## config.mk

```make
export PLATFORM = sky130hd
export DESIGN_NAME = vram_pwrup_seq
export DESIGN_NICKNAME = d
export VERILOG_FILES = /design/src/rtl/vram_pwrup_pkg.sv /design/src/rtl/pwrup_pause_timer.sv /design/src/rtl/pwrup_pulse_train.sv /design/src/rtl/vram_pwrup_seq.sv
export SDC_FILE = /design/constraint.sdc
export NUM_CORES = 1
export LEC_CHECK = 0
export ABC_AREA = 1
export CORE_MARGIN = 2
export CORE_UTILIZATION = 66
export CTS_BUF_LIST = sky130_fd_sc_hd__clkbuf_8
export DETAILED_ROUTE_END_ITERATION = 6
export PLACE_DENSITY = 0.9
export SLEW_MARGIN = 10
export SYNTH_ARGS = -nofsm -noshare
export SYNTH_HDL_FRONTEND = slang
export SYNTH_SLANG_ARGS = --single-unit
```

## constraint.sdc

```tcl
create_clock -name clk -period 2.6 [get_ports clk]
set_clock_uncertainty 0.2 [all_clocks]
set_input_delay 0.52 -clock clk [delete_from_list [all_inputs] [get_ports clk]]
set_output_delay 0.52 -clock clk [all_outputs]
set_load 0.01 [all_outputs]
```

## src/rtl/vram_pwrup_pkg.sv

```systemverilog
package vram_pwrup_pkg;

    typedef enum logic [1:0] {
        ST_IDLE  = 2'd0,
        ST_PAUSE = 2'd1,
        ST_DUMMY = 2'd2,
        ST_DONE  = 2'd3
    } seq_state_t;

    typedef enum logic [1:0] {
        PH_LEAD = 2'd0,
        PH_ACT  = 2'd1,
        PH_REST = 2'd2,
        PH_END  = 2'd3
    } phase_t;

    // view of one pulse train
    typedef struct packed {
        logic lead;
        logic act;
        logic mode;
        logic done;
    } train_t;

    // line bundle towards the memory
    typedef struct packed {
        logic row_n;
        logic col_n;
        logic xfer_n;
        logic sclk;
    } strobes_t;

    // settling pause in clocks, rounded up so the time is never short
    function automatic int pause_cycles(input int clk_khz, input int pause_us);
        return (clk_khz * pause_us + 999) / 1000;
    endfunction

    function automatic int max3(input int a, input int b, input int c);
        int m;
        m = (a > b) ? a : b;
        return (m > c) ? m : c;
    endfunction

endpackage

```

## src/rtl/pwrup_pause_timer.sv

```systemverilog
module pwrup_pause_timer #(
    parameter int CYC = 40000
) (
    input  logic clk,
    input  logic rst,
    input  logic run,
    output logic expired
);
    localparam int CW = $clog2(CYC + 1);

    logic [CW-1:0] cnt;

    always_ff @(posedge clk) begin
        if (rst || !run)
            cnt <= '0;
        else if (cnt != CW'(CYC - 1))
            cnt <= cnt + 1'b1;
    end

    assign expired = run && (cnt == CW'(CYC - 1));

endmodule

```

## src/rtl/pwrup_pulse_train.sv

```systemverilog
module pwrup_pulse_train
    import vram_pwrup_pkg::*;
#(
    parameter int N      = 8,
    parameter int LEAD_W = 1,
    parameter int ACT_W  = 4,
    parameter int REST_W = 4
) (
    input  logic   clk,
    input  logic   rst,
    input  logic   run,
    input  logic   lead_en,
    output train_t tr
);
    localparam int WMAX = max3(LEAD_W, ACT_W, REST_W);
    localparam int TW   = $clog2(WMAX + 1);
    localparam int CW   = $clog2(N + 1);

    phase_t        ph;
    logic [TW-1:0] tick;
    logic [CW-1:0] cnt;
    logic          mode_q;
    logic [TW-1:0] width;

    always_comb begin
        case (ph)
            PH_LEAD: width = TW'(LEAD_W - 1);
            PH_ACT:  width = TW'(ACT_W - 1);
            default: width = TW'(REST_W - 1);
        endcase
    end

    always_ff @(posedge clk) begin
        if (rst || !run) begin
            mode_q <= lead_en;
            ph     <= lead_en ? PH_LEAD : PH_ACT;
            tick   <= '0;
            cnt    <= '0;
        end else if (ph != PH_END) begin
            if (tick == width) begin
                tick <= '0;
                case (ph)
                    PH_LEAD: ph <= PH_ACT;
                    PH_ACT:  ph <= PH_REST;
                    default: begin
                        cnt <= cnt + 1'b1;
                        if (cnt == CW'(N - 1))
                            ph <= PH_END;
                        else
                            ph <= mode_q ? PH_LEAD : PH_ACT;
                    end
                endcase
            end else begin
                tick <= tick + 1'b1;
            end
        end
    end

    assign tr.lead = run && (ph == PH_LEAD);
    assign tr.act  = run && (ph == PH_ACT);
    assign tr.mode = mode_q;
    assign tr.done = run && (ph == PH_END);

endmodule

```

## src/rtl/vram_pwrup_seq.sv

```systemverilog
module vram_pwrup_seq
    import vram_pwrup_pkg::*;
#(
    parameter int CLK_KHZ  = 200000,
    parameter int PAUSE_US = 200,
    parameter int DUMMY_N  = 8,
    parameter int RAS_LO   = 6,
    parameter int RAS_HI   = 4,
    parameter int CBR_LEAD = 2,
    parameter int SC_HI    = 2,
    parameter int SC_LO    = 2
) (
    input  logic clk,
    input  logic rst,
    input  logic pwr_good,
    input  logic cbr_mode,
    output logic row_n,
    output logic col_n,
    output logic xfer_oe_n,
    output logic ser_clk,
    output logic busy,
    output logic ready,
    output logic mode_req
);
    localparam int PAUSE_CYC = pause_cycles(CLK_KHZ, PAUSE_US);

    seq_state_t st, st_nx;
    logic       pause_done;
    logic       req_sent;
    train_t     row_t, ser_t;
    strobes_t   drv;

    pwrup_pause_timer #(.CYC(PAUSE_CYC)) i_pause (
        .clk     (clk),
        .rst     (rst),
        .run     (st == ST_PAUSE),
        .expired (pause_done)
    );

    pwrup_pulse_train #(
        .N(DUMMY_N), .LEAD_W(CBR_LEAD), .ACT_W(RAS_LO), .REST_W(RAS_HI)
    ) i_row (
        .clk     (clk),
        .rst     (rst),
        .run     (st == ST_DUMMY),
        .lead_en (cbr_mode),
        .tr      (row_t)
    );

    pwrup_pulse_train #(
        .N(DUMMY_N), .LEAD_W(1), .ACT_W(SC_HI), .REST_W(SC_LO)
    ) i_ser (
        .clk     (clk),
        .rst     (rst),
        .run     (st == ST_DUMMY),
        .lead_en (1'b0),
        .tr      (ser_t)
    );

    always_comb begin
        st_nx = st;
        case (st)
            ST_IDLE:  st_nx = ST_PAUSE;
            ST_PAUSE: if (pause_done) st_nx = ST_DUMMY;
            ST_DUMMY: if (row_t.done && ser_t.done) st_nx = ST_DONE;
            default:  st_nx = ST_DONE;
        endcase
    end

    always_ff @(posedge clk) begin
        if (rst || !pwr_good) begin
            st       <= ST_IDLE;
            req_sent <= 1'b0;
        end else begin
            st       <= st_nx;
            req_sent <= (st == ST_DONE);
        end
    end

    always_comb begin
        drv.row_n  = ~row_t.act;
        drv.col_n  = ~(row_t.lead || (row_t.act && row_t.mode));
        drv.xfer_n = 1'b1;
        drv.sclk   = ser_t.act & ~(ser_t.lead | ser_t.mode);
    end

    assign row_n     = drv.row_n;
    assign col_n     = drv.col_n;
    assign xfer_oe_n = drv.xfer_n;
    assign ser_clk   = drv.sclk;
    assign busy      = (st == ST_PAUSE) || (st == ST_DUMMY);
    assign ready     = (st == ST_DONE);
    assign mode_req  = (st == ST_DONE) && !req_sent;

endmodule

```

==> impl_metrics.tcl, run 1 <==
set metrics [dict create \
    initial_utilization 0.691 \
    viasPerCell 5.27 \
    rr_worst_depth 7 \
    finalSetupTns_ns 0 \
    fmax_mhz 419 \
    synth_cell_type_count 33 \
    synth_fp_nets 275 \
    postSynthCellCount 263 \
    final.min_clock_period_ns 2.39 \
    synth_compound_area_frac 0.124 \
    max-clock-path-buffers 2 \
    grt_pass1_wl_microns 5890 \
    wl_per_cell_microns 11.4 \
    num_rows 19 \
    path_class "register to output port" \
    grt_overflow 0 \
    grt_max_degree 12 \
    status "complete, no violations" \
    die-width_microns 57.7 \
    maxCapViolations 0 \
    syn_area_sq_um 1900 \
    crit_chain "inv_1, ha_1, o211ai_1, clkdlybuf4s50_1" \
    peakVddDrop_mv 0.743 \
    ys_top_cells_by_area "dfxtp_1 (36%), nand2_1 (8.5%), inv_1 (7.7%)" \
    synth.top_cell.area_share 0.357 \
    htree_levels 2 \
    antenna_found_initial 0 \
    clkLatencyLatePin_ns 0.29 \
    finalHoldViolCount 0 \
    synth.area.mux_share 0.00526 \
    synthAdderAreaFrac 0.0526 \
    cp-start-kind "register" \
    core_sq_um 2760 \
    die_height_microns 57.7 \
    worst-path-max-fanout 4 \
    worstSetupPathDepth 4 \
    hold_path_depth 2 \
    slew_violations 0 \
    layout_common_cells "nand2_1 (43), inv_1 (40), nor2_1 (39)" \
    antenna_cells 0 \
    worst-path-buf-inv 2 \
    synth_top_family_by_area "simple AND/OR/NAND/NOR gates" \
    fin_area_sq_um 2140 \
    end_kind "output port" \
    dp_hpwl_microns 2440 \
    synth_area_per_cell_sq_um 7.24 \
    place_area_sq_um 2020 \
    setup_viol 0 \
    ys.warnings.count 0 \
    cts.sinks 37 \
    io_buffers 9 \
    ant_nets 0 \
    io_pins 11 \
    route.detailed.drc 0 \
    first_pass_iters 4 \
    critPathTopFamily "buffers and inverters" \
    slowest_delay_ns 0.56 \
    cts_tree "yes" \
    rsz0062_at_grt "false" \
    vias 1628 \
    clkSlewWorstSetupHoldPaths_ns 0.07 \
    synth_top_cell_by_area "dfxtp_1" \
    post-route-period-util 0.918 \
    drt-total-wl_microns 3530 \
    total_power_mw 1.16 \
    track_usage 0.233 \
    routabilityCongestion 0.876 \
    dr.first_iter.drc_count 83 \
    synthToLayoutAreaGrowth_pct 12.5 \
    cp.arrival_ns 1.67 \
    cts_setup_buffers 0 \
    power_leakage_nw 0.832 \
    slowest_stage "clkdlybuf4s50_1" \
    grt_pass1_vias 1405 \
    synthXorXnorAreaFrac 0.0230 \
    critPathRequiredTime_ns 1.88 \
    seq_area_frac_synth 0.405 \
    ys_ff_latch 37 \
    hold_class "register to register" \
    synthSimpleGateAreaFrac 0.298 \
    power.density_nw_per_um2 543 \
    final_common_cell "nand2_1" \
    drive_gt1_frac 0.0827 \
    holdBufCountCts 0 \
    dieArea_sq_um 3330 \
    cts_root_buf "clkbuf_8" \
    nNetsFinal 289 \
    cts_buffers 5 \
]
[stage by stage]
step | worst slack (ns) | instances | utilization | hold slack, ns
CTS | 0.0882 | 309 | 0.776 | 0.273
finish | 0.214 | 309 | 0.777 | 0.271
floorplan | 0.956 | 263 | - | 0.236
detailed placement | 0.426 | 301 | 0.734 | 0.257
global route | 0.131 | 309 | 0.777 | 0.290
global placement | 0.457 | 301 | 0.734 | 0.252
[cells in the mapped netlist]
cell	number
a211oi_1	2
a21oi_1	23
a22oi_1	1
a31oi_1	1
buf_2	1
buf_4	1
clkbuf_1	1
clkinv_2	1
conb_1	1
dfxtp_1	34
edfxtp_1	3
ha_1	8
inv_1	39
inv_2	1
mux2i_1	1
nand2_1	43
nand2_2	5
nand2_4	1
nand3_1	13
nand3_2	1
nand3b_1	1
nand4_1	7
nor2_1	39
nor2_2	2
nor2_4	3
nor3_1	7
nor3_2	1
o211ai_1	2
o21a_1	1
o21ai_0	12
o21ai_1	2
xnor2_1	3
xor2_1	2
[cell type report]
type | instances | area (sq um)
clock inverters | 2 | 33.8
flip-flops and latches | 37 | 771
well taps | 31 | 38.8
fillers | 194 | 614
inverters | 41 | 155
repair buffers | 10 | 100
multi-input cells | 182 | 962
clock buffers | 6 | 82.6
[cells by family after synthesis]
logic type,count (synthesis)
flops,37
compound gates,44
xor+xnor,5
fa+ha+maj,8
other cells,1
simple gates,123
buf+inv,44
mux,1
[report_power, final]
| part | internal (mW) | switching [mW] | total [mW] |
|---|---|---|---|
| Clock | 0.309 | 0.201 | 0.509 |
| Sequential | 0.582 | 0.00791 | 0.590 |
| Combinational | 0.0278 | 0.0368 | 0.0647 |
| Total | 0.918 | 0.245 | 1.16 |
[worst reg2reg max path: cells and delay by family (launching register included)]
family          cells  cell delay (ns)
compound gates      2             0.24
flops               1             0.34
simple gates        1             0.16
buf+inv             3             0.41
fa+ha+maj           1             0.22
[registers in the layout (all words and copies together) (netlist names), 2 cells and up]
name / cells
i_pause.cnt: 16
i_row.cnt: 4
i_ser.cnt: 4
i_row.tick: 3
i_row.ph: 2
i_ser.ph: 2
i_ser.tick: 2
st: 2
[layer usage]
layer / vias to the layer above / wire length [microns] / GRT usage
met4: 0 / 65 / 0.113
met3: 7 / 181 / 0.0826
met2: 33 / 1520 / 0.343
li1: 878 / - / -
met5: - / 0 / 0
met1: 710 / 1760 / 0.307
[path summary, 6_finish.rpt]
check	startpoint	endpoint	slack, ns
setup / recovery	st[0]	col_n	0.21
setup reg to reg	st[0]	i_row.ph[0]	0.76
hold / removal	i_ser.cnt[1]	i_ser.cnt[1]	0.27
hold reg to reg	i_ser.cnt[1]	i_ser.cnt[1]	0.27
[repair_timing]
action                     in CTS  in global routing
resized for setup               0                  1
setup endpoints to repair       0                  1
hold endpoints to repair        0                  0
Note: power is estimated with default switching activity, not from simulation.
==> run 2: changes to the inputs <==
Settings changed: TNS_END_PERCENT set to 50.
==> results of run 2 <==
Same layout as run 1: the final DEF is identical, and so are final timing and power.
==> run 3: changes to the inputs <==
Settings changed: CORE_UTILIZATION 66 to 63, CTS_BUF_LIST sky130_fd_sc_hd__clkbuf_8 to sky130_fd_sc_hd__clkbuf_16, PLACE_DENSITY 0.9 to 0.87.
==> impl_metrics.tcl, run 3 (synthesis results as in run 1) <==
set metrics [dict create \
    io_pins 11 \
    cts_tree "yes" \
    route.detailed.drc 1 \
    drive_gt1_frac 0.0827 \
    slew_violations 0 \
    power.density_nw_per_um2 566 \
    cts_setup_buffers 0 \
    cpMostUsedCell "inv_1" \
    fin_area_sq_um 2160 \
    setup_slack_ns 0.111 \
    fmax_mhz 402 \
    htree_levels 2 \
    cp.arrival_ns 1.77 \
    worst-path-max-fanout 4 \
    status "finished with violations" \
    first_pass_iters 6 \
    dr.first_iter.drc_count 124 \
    finalSetupTns_ns 0 \
    core_sq_um 2810 \
    power_leakage_nw 0.827 \
    dp_hpwl_microns 2620 \
    cts_root_buf "clkbuf_16" \
    dieArea_sq_um 3480 \
    grt_overflow 0 \
    top_register "i_pause.cnt" \
    clkLatencyLatePin_ns 0.28 \
    grt_max_degree 12 \
    die_height_microns 59.0 \
    ctsResizeCount 0 \
    final.min_clock_period_ns 2.49 \
    initial_utilization 0.679 \
    cp-start-kind "register" \
    die-width_microns 59.0 \
    max-clock-path-buffers 2 \
    track_usage 0.242 \
    ant_nets 0 \
    crit_chain "inv_1, ha_1, inv_1, nor3_1, clkdlybuf4s50_1" \
    place_area_sq_um 2020 \
    hold_class "register to register" \
    peakVddDrop_mv 0.482 \
    vias 1678 \
    cts.sinks 37 \
    worst-path-buf-inv 3 \
    critPathTopFamily "buffers and inverters" \
    num_rows 19 \
    antenna_cells 0 \
    violations "design-rule violations" \
    post-route-period-util 0.957 \
    final_common_cell "nand2_1" \
    nNetsFinal 289 \
    pre_cts_slack_ns 0.401 \
    io_buffers 9 \
    clkSlewWorstSetupHoldPaths_ns 0.05 \
    drt-total-wl_microns 3760 \
    end_kind "output port" \
    antenna_found_initial 0 \
    setup_viol 0 \
    finalHoldViolCount 0 \
    final_util 0.771 \
    viasPerCell 5.43 \
    grt_pass1_wl_microns 6360 \
    reg.largest.list "i_pause.cnt (16), i_row.cnt (4), i_ser.cnt (4)" \
    grt_pass1_vias 1484 \
    maxCapViolations 0 \
    wl_per_cell_microns 12.2 \
    rsz0062_at_grt "false" \
    largest_reg_flops 16 \
    synthToLayoutAreaGrowth_pct 13.6 \
    holdBufCountCts 0 \
    slowest_delay_ns 0.57 \
    slowest_stage "clkdlybuf4s50_1" \
    cts_buffers 5 \
    critPathRequiredTime_ns 1.88 \
    layout_common_cells "nand2_1 (43), inv_1 (40), nor2_1 (39)" \
    routabilityCongestion 0.885 \
    path_class "register to output port" \
]
## run 3: worst paths after layout
path | slack, ns | startpoint | depth (start not counted) | to
worst max-delay path | 0.11 | st[0] | 5 | ser_clk
worst min-delay path | 0.27 | i_ser.cnt[1] | 2 | i_ser.cnt[1]
worst max register to register | 0.75 | st[0] | 7 | i_row.ph[0]
worst min register to register | 0.27 | i_ser.cnt[1] | 2 | i_ser.cnt[1]
## run 3: final cells by class
class / count / area [sq um]
Clock buffer: 5 / 125
Clock inverter: 3 / 13.8
Fill cell: 199 / 642
Inverter: 41 / 155
Multi-Input combinational cell: 182 / 962
Sequential cell: 37 / 771
Tap cell: 31 / 38.8
Timing Repair Buffer: 10 / 97.6
## run 3: per-stage QoR
step | power (mW) | hold slack [ns] | std cells
finish | 1.22 | 0.268 | 309
global route | 1.26 | 0.291 | 309
CTS | 1.23 | 0.271 | 309
detailed placement | 0.666 | 0.264 | 301
global placement | 0.665 | 0.252 | 301
floorplan | 0.642 | 0.236 | 263
## run 3: power by group
group | switching, mW | internal (mW) | leakage (nW)
Combinational | 0.0374 | 0.0278 | 0.445
Sequential | 0.00828 | 0.583 | 0.307
Clock | 0.221 | 0.347 | 0.0748
Total | 0.267 | 0.958 | 0.827
## run 3: worst register-to-register path: cells and delay by family, from the launching register on
family	cells	cell delay (ns)
AO/OA/AOI/OAI	2	0.25
adder cells (fa/ha/maj)	1	0.22
buffers and inverters	3	0.42
AND/OR/NAND/NOR	1	0.17
flip-flops	1	0.34
## run 3: routing by layer
metal | vias to the layer above | global-route usage | wire length (microns) | part of all wire
met4 | 0 | 0.110 | 76 | 0.020
met2 | 41 | 0.370 | 1700 | 0.45
met5 | - | 0 | 0 | 0
met3 | 9 | 0.0677 | 196 | 0.052
li1 | 881 | - | - | -
met1 | 747 | 0.318 | 1790 | 0.48
